## src/rtl/mmio_gate.sv

```systemverilog
module mmio_gate #(
  parameter logic [7:0]  CORE_TRNG  = 8'hc0,
  parameter logic [7:0]  CORE_TIMER = 8'hc1,
  parameter logic [7:0]  CORE_SEC   = 8'hc2,
  parameter logic [7:0]  CORE_UART  = 8'hc3,
  parameter logic [7:0]  CORE_TOUCH = 8'hc4,
  parameter logic [7:0]  CORE_FWRAM = 8'hd0,
  parameter logic [7:0]  CORE_SYS   = 8'hff,
  parameter logic [23:0] OFS_SWITCH = 24'h000020,
  parameter logic [23:0] OFS_LADDR  = 24'h000030,
  parameter logic [23:0] OFS_LSIZE  = 24'h000034,
  parameter logic [23:0] OFS_AKEY   = 24'h000040,
  parameter logic [23:0] OFS_IDENT  = 24'h000080
) (
  input  logic        clk,
  input  logic        rst_n,
  input  logic        cpu_valid,
  input  logic [31:0] cpu_addr,
  input  logic [3:0]  cpu_wstrb,
  output logic        sel_rom,
  output logic        sel_ram,
  output logic        sel_trng,
  output logic        sel_timer,
  output logic        sel_secret,
  output logic        sel_uart,
  output logic        sel_touch,
  output logic        sel_fwram,
  output logic        sel_sys,
  output logic        access_ok,
  output logic        decode_err,
  output logic        app_mode,
  output logic [31:0] mode_rdata
);

  logic [1:0]  region;
  logic [7:0]  core;
  logic [23:0] ofs;
  logic        wr, mmio;
  logic        h_rom, h_ram, h_trng, h_timer, h_sec, h_uart, h_touch, h_fwram, h_sys;
  logic        known, o_switch, o_akey, o_ro, blocked, go;

  assign region = cpu_addr[31:30];
  assign core   = cpu_addr[31:24];
  assign ofs    = cpu_addr[23:0];
  assign wr     = |cpu_wstrb;
  assign mmio   = region == 2'b11;

  assign h_rom   = region == 2'b00;
  assign h_ram   = region == 2'b01;
  assign h_trng  = mmio && core == CORE_TRNG;
  assign h_timer = mmio && core == CORE_TIMER;
  assign h_sec   = mmio && core == CORE_SEC;
  assign h_uart  = mmio && core == CORE_UART;
  assign h_touch = mmio && core == CORE_TOUCH;
  assign h_fwram = mmio && core == CORE_FWRAM;
  assign h_sys   = mmio && core == CORE_SYS;

  assign known = h_rom | h_ram | h_trng | h_timer | h_sec | h_uart | h_touch | h_fwram | h_sys;

  assign o_switch = ofs == OFS_SWITCH;
  assign o_akey   = ofs[23:4] == OFS_AKEY[23:4];
  assign o_ro     = o_switch || ofs == OFS_LADDR || ofs == OFS_LSIZE
                    || ofs[23:5] == OFS_IDENT[23:5];

  assign blocked = app_mode && (h_sec || h_fwram || (h_sys && o_akey) || (h_sys && o_ro && wr));
  assign go      = cpu_valid && !blocked;

  assign sel_rom    = go && h_rom;
  assign sel_ram    = go && h_ram;
  assign sel_trng   = go && h_trng;
  assign sel_timer  = go && h_timer;
  assign sel_secret = go && h_sec;
  assign sel_uart   = go && h_uart;
  assign sel_touch  = go && h_touch;
  assign sel_fwram  = go && h_fwram;
  assign sel_sys    = go && h_sys;

  assign access_ok  = go && known;
  assign decode_err = cpu_valid && !known;
  assign mode_rdata = (go && h_sys && o_switch && !wr) ? {32{app_mode}} : 32'h0;

  always_ff @(posedge clk) begin
    if (!rst_n)
      app_mode <= 1'b0;
    else if (go && h_sys && o_switch && wr)
      app_mode <= 1'b1;
  end

endmodule

```

## config.mk

```make
export PLATFORM = sky130hd
export DESIGN_NAME = mmio_gate
export DESIGN_NICKNAME = d
export VERILOG_FILES = /design/src/rtl/mmio_gate.sv
export SDC_FILE = /design/constraint.sdc
export NUM_CORES = 1
export LEC_CHECK = 0
export ABC_AREA = 0
export BUFFER_PORTS_ARGS = -buffer_cell sky130_fd_sc_hd__buf_2
export CAP_MARGIN = 20
export CELL_PAD_IN_SITES_DETAIL_PLACEMENT = 2
export CELL_PAD_IN_SITES_GLOBAL_PLACEMENT = 2
export CORE_UTILIZATION = 14
export CTS_BUF_LIST = sky130_fd_sc_hd__clkbuf_4 sky130_fd_sc_hd__clkbuf_8
export CTS_CLUSTER_DIAMETER = 30
export DETAILED_ROUTE_END_ITERATION = 7
export GPL_TIMING_DRIVEN = 1
export HOLD_SLACK_MARGIN = 0.15
export PLACE_DENSITY_LB_ADDON = 0.1
export SYNTH_ARGS = -nofsm -noshare
export SYNTH_HDL_FRONTEND = slang
export SYNTH_SLANG_ARGS = --single-unit
```

## constraint.sdc

```tcl
create_clock -name clk -period 5.9 [get_ports clk]
set_input_delay 0.59 -clock clk [delete_from_list [all_inputs] [get_ports clk]]
set_output_delay 0.59 -clock clk [all_outputs]
set_load 0.05 [all_outputs]
```

Word level (Yosys, flattened, before mapping)
Index checks and enable logic that the tools add are counted.

word-level totals
  input port bits = 39
  output and inout bits = 44
  word-level logic and storage cells = 61
  register bits after elaboration = 1

operators by class
  reduce and logical (&&, ||, !) cells = 37
  muxes and demuxes = 1
  equal/unequal tests = 14
  bitwise logic cells = 8

operators by type and width
  operator             number
  $eq 24x6->1 const B  3
  $eq 8x8->1 const B   7
  $mux 32              1
  $logic_and 1x1->1    26
  $eq 20x3->1 const B  1
  $eq 19x3->1 const B  1
  $or 1x1->1           8
  $logic_or 1x1->1     6
  $reduce_or 4->1      1
  $logic_not 1->1      3
  $eq 2x1->1 const B   1
  $eq 2x2->1 const B   1
  $logic_not 2->1      1

Longest topological paths before layout
Gate-level depths: netlist of the first run.

  depth after elaboration = 14
  mapped depth = 6
  mapped depth without buffers = 4

Least setup slack after synthesis of the first run
OpenSTA, ideal clock, no wires.

  path kind = input to output
  start = input port cpu_addr[24]
  end = output port mode_rdata[10]
  required time = 5.310 ns
  path buffers = 2
  cell stages on the path = 6
  arrival = 2.807 ns
  setup slack = 2.503 ns
  path through = clkbuf_2 and4_1 nand4_2 nor4_1 and4_1 buf_4

on the way
  longest elaborated chain between the ends = 12
  elaborated cells between the ends (all ways) = 19
  those cells by class = eq/ne: 3; mux: 1; reduce/logical: 15

RTL lines
  what                                                                       line        text
  start, declared                                                            18          input logic [31:0] cpu_addr,
  $eq 8x8->1 (on tied branches)                                              52, 55, 56
  $logic_and 1x1->1 (on tied branches)                                       52, 55, 56
  $logic_or 1x1->1 / $logic_and 1x1->1 (equally long branches) (2 in a row)  65          assign blocked = app_mode && (h_sec || h_fwram || (h_sys && o_akey) || (h_sys && o_ro && wr));
  $logic_or 1x1->1                                                           65
  $logic_and 1x1->1                                                          65
  $logic_not 1->1                                                            66          assign go = cpu_valid && !blocked;
  $logic_and 1x1->1                                                          66
  $logic_and 1x1->1 * (3 in a row)                                           80          assign mode_rdata = (go && h_sys && o_switch && !wr) ? {32{app_mode}} : 32'h0;
  $mux 32 *                                                                  80
  end, declared                                                              32          output logic [31:0] mode_rdata

Every way passes the cells marked *; elsewhere a longest branch is shown, timed or not.

Final worst setup path of the first run
  start = input port cpu_addr[25]
  end = output port mode_rdata[6]

Same word-level chain as after synthesis.

==> results by group, run 1 <==
Setup path
  • WP data arrival: between 2000 and 3000 ps
  • Critical path class: in2out
  • CP Launch Type: input pin
  • Req. time, crit path: 5310 ps
  • Setup crit end kind: output port
  • Crit-path max FO: 32
  • Worst Reg2Reg Path Length in Cells: 1

Cells and area
  • Antenna Cells: 0
  • Synth-to-layout area growth: 36.0%
  • Fillers: 527
  • Share of layout cells above drive strength 1: 0.664
  • Max reg flops: 1
  • Most frequent cells in the layout: buf_2, nand2_1, nor4_1
  • Biggest register: app_mode
  • Final nets: between 150 and 200
  • Most common cell after layout, fill and taps aside: buf_2
  • Largest registers: app_mode (1)

Power
  • Overall Power: 0.0000402 W
  • Peak VDD IR: between 0.01 and 0.015 mV
  • Pleak: 0.493 nW
  • PwrDens: 47.5 mW/mm^2

Yosys
  • Register area share after synthesis: 0.0322
  • Synth warn: 0
  • Mapped Area: 622 sq um
  • Register bit total from synthesis: 1
  • Synth Net Count: 124
  • Cells after Synth: 85
  • Distinct cells, synth: 32
  • Synth Area per Inst: approximately 7.3 sq um

Floorplanning
  • Die width: 68.6 um
  • Row count: 23
  • Starting Density: 0.150
  • Core footprint: 0.00414 sq mm
  • Chip Height: between 60 and 70 um
  • Die area: ~0.0047 sq mm
  • Boundary pin count: 83

STA
  • Setup_tns: 0 ps
  • Clock skew: 0 ps
  • Post-route minimum period: about 3300 ps
  • Worst slew pin tran: slightly above 700 ps
  • Tcrit/Tclk final: 0.567
  • Max-slew violations: 0
  • Final setup fails: 0
  • Slew headroom: 0.526
  • Fin worst setup slack: 2560 ps
  • Final Hold Fails: 0
  • F_max: 299 MHz
  • Unrepaired setup endpoints after global routing: no

GRT
  • Total GRT Usage: 0.0884
  • Global route overflow: 0
  • Largest net degree at the start of global routing: 33
  • First-pass GRT wire length: between 3000 and 4000 um
  • Initial antenna violation count: 0
  • Vias in the first global route: 700

Clock tree
  • Clk pin slew, worst setup/hold paths: 0 ps
  • Worst-skew pair later-pin latency: 0 ps
  • Setup bufs post-CTS: 0
  • # hold bufs at CTS: 0
  • Number of gates resized after cts: 0

Route
  • First-pass iteration count of the detailed router: 3
  • 1st-iter DRT viols: 7
  • DRC viols: 0
  • Routed vias/inst: between 4 and 5
  • Vias: between 700 and 800
  • Post-route ant nets: 0
  • WL/cell: 12.2 um
  • Final wirelength: 2250 um

Outcome
  • Status: finished, final reports clean

Min path
  • Hold path depth: 1
  • Worst min path class: reg2reg

Placement
  • DPL Wire Length: 1990 um
  • Routability Congestion: 0.731
  • Dpl ws: 2490 ps
  • Port buffer count: 82

Flow run
  • Max cap viols: 0
## area by class of cell
type                            instances  area [sq um]  share of cell area
Sequential cell                         1          20.0              0.0237
Inverter                                1          3.75             0.00444
Tap cell                               50          62.6              0.0740
Timing Repair Buffer                   82           410               0.485
Multi-Input combinational cell         50           349               0.413
## synthesized netlist by cell type (all sizes together)
cell / instances / area (sq um)
a32o: 1 / 10.0
nor4: 6 / 37.5
xnor2: 1 / 8.76
clkbuf: 1 / 5.00
a31oi: 2 / 12.5
nand4: 2 / 18.8
nor4b: 4 / 35.0
and3: 1 / 6.26
nand2b: 1 / 6.26
nor2: 4 / 15.0
and4: 3 / 27.5
o41ai: 1 / 16.3
nor3: 2 / 15.0
nand2: 8 / 30.0
nor2b: 1 / 6.26
or3: 2 / 13.8
a311oi: 1 / 8.76
buf: 32 / 244
o21ai: 2 / 10.0
and3b: 1 / 8.76
inv: 1 / 3.75
a31o: 1 / 8.76
nor3b: 3 / 22.5
dfxtp: 1 / 20.0
or4b: 2 / 23.8
o31ai: 1 / 7.51
## where the power goes
group	switching, W	total (W)	internal [W]
sequential	0.00000000000000411	0.00000690	0.00000690
clock	0	0	0
combinational	0.0000184	0.0000333	0.0000149
total	0.0000184	0.0000402	0.0000218
## path summary, 6_finish.rpt
kind / start / end / slack [ps]
worst max-delay path: cpu_addr[25] / mode_rdata[6] / 2560
worst min-delay path: app_mode / app_mode / 660
worst max register to register: app_mode / app_mode / 5170
worst min register to register: app_mode / app_mode / 660
## per-stage QoR
step | util | instance area, sq um | hold WS (ps) | cells
floorplan | - | 622 | 712 | 85
global placement | 0.204 | 846 | 667 | 184
detailed placement | 0.204 | 846 | 672 | 184
CTS | 0.204 | 846 | 680 | 184
global route | 0.204 | 846 | 699 | 184
finish | 0.204 | 846 | 662 | 184
## critical path, stage by stage
cell     delay, ps
buf_2          180
and4_1         240
nand4_2        170
nor4_1         440
and4_1         730
buf_2          390
## kinds of logic (layout without fill, tap and decap cells)
logic type / count (synthesis) / in the layout / share of synthesized area
AND/OR/NAND/NOR: 40 / 40 / 0.429
buffers and inverters: 34 / 83 / 0.406
AO/OA/AOI/OAI: 9 / 9 / 0.119
XOR/XNOR: 1 / 1 / 0.0141
flip-flops: 1 / 1 / 0.0322
## layer usage
layer / vias up / routed length [um] / global-route usage
li1: 384 / - / -
met1: 358 / 876 / 0.103
met2: 45 / 1160 / 0.179
met3: 0 / 215 / 0.00987
met4: 0 / 0 / 0
met5: - / 0 / 0
No activity file was read; power rests on OpenSTA's default activity.
==> run 2, diff against run 1 <==
--- a/config.mk
+++ b/config.mk
@@ -5,12 +5,12 @@
 export SDC_FILE = /design/constraint.sdc
 export NUM_CORES = 1
 export LEC_CHECK = 0
-export ABC_AREA = 0
+export ABC_AREA = 1
 export BUFFER_PORTS_ARGS = -buffer_cell sky130_fd_sc_hd__buf_2
 export CAP_MARGIN = 20
 export CELL_PAD_IN_SITES_DETAIL_PLACEMENT = 2
 export CELL_PAD_IN_SITES_GLOBAL_PLACEMENT = 2
-export CORE_UTILIZATION = 14
+export CORE_UTILIZATION = 12
 export CTS_BUF_LIST = sky130_fd_sc_hd__clkbuf_4 sky130_fd_sc_hd__clkbuf_8
 export CTS_CLUSTER_DIAMETER = 30
 export DETAILED_ROUTE_END_ITERATION = 7
==> constraint.sdc (replaced) <==
create_clock -name clk -period 2.9 [get_ports clk]
set_input_delay 0.29 -clock clk [delete_from_list [all_inputs] [get_ports clk]]
set_output_delay 0.29 -clock clk [all_outputs]
set_load 0.05 [all_outputs]
==> run 2 against run 1 <==
Effect of this change:
- sequential cell count unchanged
- clock skew unchanged
- die area increased by 36%
- final cell count increased by 43%
- wire length increased by 13%
- critical endpoint is now mode_rdata[20]
- largest power group unchanged
==> results by group, run 2 <==
GRT
  • Largest net degree at the start of global routing: 33
  • Total GRT Usage: 0.0750
  • First-pass GRT wire length: 4020 um
  • Global route overflow: 0
  • Initial antenna violation count: 0
  • Vias in the first global route: 945

Placement
  • DPL Wire Length: 2380 um
  • Port buffer count: 82
  • Post-DP Area: 0.00101 sq mm
  • Placed cell count: 263
  • Routability Congestion: approximately 0.72

STA
  • Tcrit/Tclk final: 0.729
  • Worst slew pin tran: 279 ps
  • Unrepaired setup endpoints after global routing: no
  • Clock skew: 0 ps
  • Setup_tns: 0 ps
  • Slew headroom: 0.813
  • Post-route minimum period: roughly 2100 ps
  • F_max: 473 MHz
  • Final Hold Fails: 0
  • Final setup fails: 0
  • Max-slew violations: 0

Setup path
  • Req. time, crit path: around 2600 ps
  • Critical path's slowest cell: buf_2
  • Crit-path leading delay family: simple AND/OR/NAND/NOR gates
  • CP Launch Type: input pin
  • WP data arrival: 1820 ps
  • CP Cell Sequence: buf_2, nand2_2, nor3_4, nand2_1, nor2_2, nor2_1, nand3_1, nand2_2, nand4_2, nor2_2, buf_4, buf_2
  • Slowest stage delay, CP: just over 300 ps
  • Crit. path cell count: 12
  • Critical path class: in2out
  • Worst Reg2Reg Path Length in Cells: 5
  • Crit-path max FO: 32
  • Setup crit end kind: output port
  • Buffers and inverters on the worst path: 3

Yosys
  • Mapped Area: 731 sq um
  • Synth Net Count: 175
  • Cell with the most instances after synthesis: nor2_1
  • Synth top cells by count: nor2_1, buf_4, nand2_1
  • Area contributors post-synth: buf_4, nor2_1, nand2_1, inv_1, nand3_1
  • Synth Area per Inst: 5.37 sq um
  • Yosys top cell area share: 0.318
  • Post-synth top flop: dfxtp_1
  • EDFF count, synth: 0
  • Area leader, netlist: buf_4
  • Synth warn: 0
  • Register bit total from synthesis: 1
  • Distinct cells, synth: 19
  • Post-synth ARST share: 0
  • Cells after Synth: 136
  • Register area share after synthesis: 0.0274

Floorplanning
  • Die area: 0.00641 sq mm
  • Boundary pin count: 83
  • Core footprint: 0.00589 sq mm
  • Chip Height: 80.0 um
  • Starting Density: 0.124
  • Die width: 80.0 um
  • Row count: 28

Cells and area
  • Final nets: 229
  • Antenna Cells: 0
  • Post-route design area: 0.00101 sq mm
  • Most frequent cells in the layout: buf_2, nor2_1, nand2_1
  • Most common cell after layout, fill and taps aside: buf_2
  • Fillers: 758
  • Max reg flops: 1
  • Share of layout cells above drive strength 1: 0.495
  • Largest registers: app_mode (1)
  • Non-filler cells, final: 263
  • Biggest register: app_mode
  • Synth-to-layout area growth: 38.5%

Power
  • Pleak: 0.681 nW
  • Peak VDD IR: approximately 0.036 mV
  • PwrDens: roughly 88 mW/mm^2
  • Overall Power: between 0.00008 and 0.00009 W

Clock tree
  • Setup bufs post-CTS: 0
  • Worst-skew pair later-pin latency: 0 ps
  • Number of gates resized after cts: 0
  • Clk pin slew, worst setup/hold paths: 0 ps
  • # hold bufs at CTS: 0

Route
  • Post-route ant nets: 0
  • Routed vias/inst: 3.62
  • WL/cell: 9.69 um
  • First-pass iteration count of the detailed router: 4
  • 1st-iter DRT viols: 6
  • Vias: approximately 950
  • DRC viols: 0
  • Final wirelength: 2550 um

Min path
  • Worst min path class: in2reg
  • Hold path depth: 3

Outcome
  • Status: finished, final reports clean

Flow run
  • Max cap viols: 0
run 2: cell count changes after synthesis, sizes merged, moves of 3 or more:
cell / previous run / this run
nor2: 4 / 38
nor3: 2 / 5
and2: 0 / 3
nand2: 8 / 24
nand3: 0 / 6
nor4b: 4 / 0
inv: 1 / 18
nor4: 6 / 0
and4: 3 / 0
run 2: final cells by class:
| type | instances | area (sq um) | share of cell area |
|---|---|---|---|
| flip-flops and latches | 1 | 20.0 | 0.0198 |
| repair buffers | 83 | 418 | 0.413 |
| well taps | 75 | 93.8 | 0.0927 |
| inverters | 18 | 67.6 | 0.0667 |
| multi-input cells | 86 | 413 | 0.408 |
run 2: report_power, final:
group	leakage [nW]	internal [W]	switching [W]	total, W
clock	0	0	0	0
sequential	0.00805	0.0000140	0.00000000000000622	0.0000140
combinational	0.673	0.0000314	0.0000435	0.0000749
total	0.681	0.0000454	0.0000435	0.0000890
run 2: worst register-to-register path: stages (launching register included):
cell	delay, ps
dfxtp_1	370
nand2_2	110
nand4_2	90
nor2_1	50
nor2_1	80
nor2_1	50
run 2: worst paths after layout:
kind           startpoint              to  slack, ps
max          cpu_addr[31]  mode_rdata[20]        790
min                 rst_n        app_mode        520
min reg2reg      app_mode        app_mode        530
max reg2reg      app_mode        app_mode       2040
run 2: metal layers:
| layer | wire length, um | share of wire | global-route usage |
|---|---|---|---|
| met5 | 0 | 0 | 0 |
| met4 | 0 | 0 | 0 |
| met3 | 167 | 0.066 | 0.00343 |
| met2 | 1310 | 0.51 | 0.155 |
| met1 | 1070 | 0.42 | 0.0881 |
run 2: cell families after synthesis:
group | Yosys count | synth area share
DFF | 1 | 0.0274
AOI/OAI and AO/OA | 1 | 0.0103
and+or+nand+nor | 85 | 0.551
buffers and inverters | 49 | 0.411
run 2: through the flow:
stage / setup WS, ps / utilization / hold slack, ps
floorplan: 324 / - / 402
global placement: 847 / 0.172 / 513
detailed placement: 744 / 0.172 / 522
CTS: 740 / 0.172 / 522
global route: 578 / 0.172 / 529
finish: 787 / 0.172 / 516
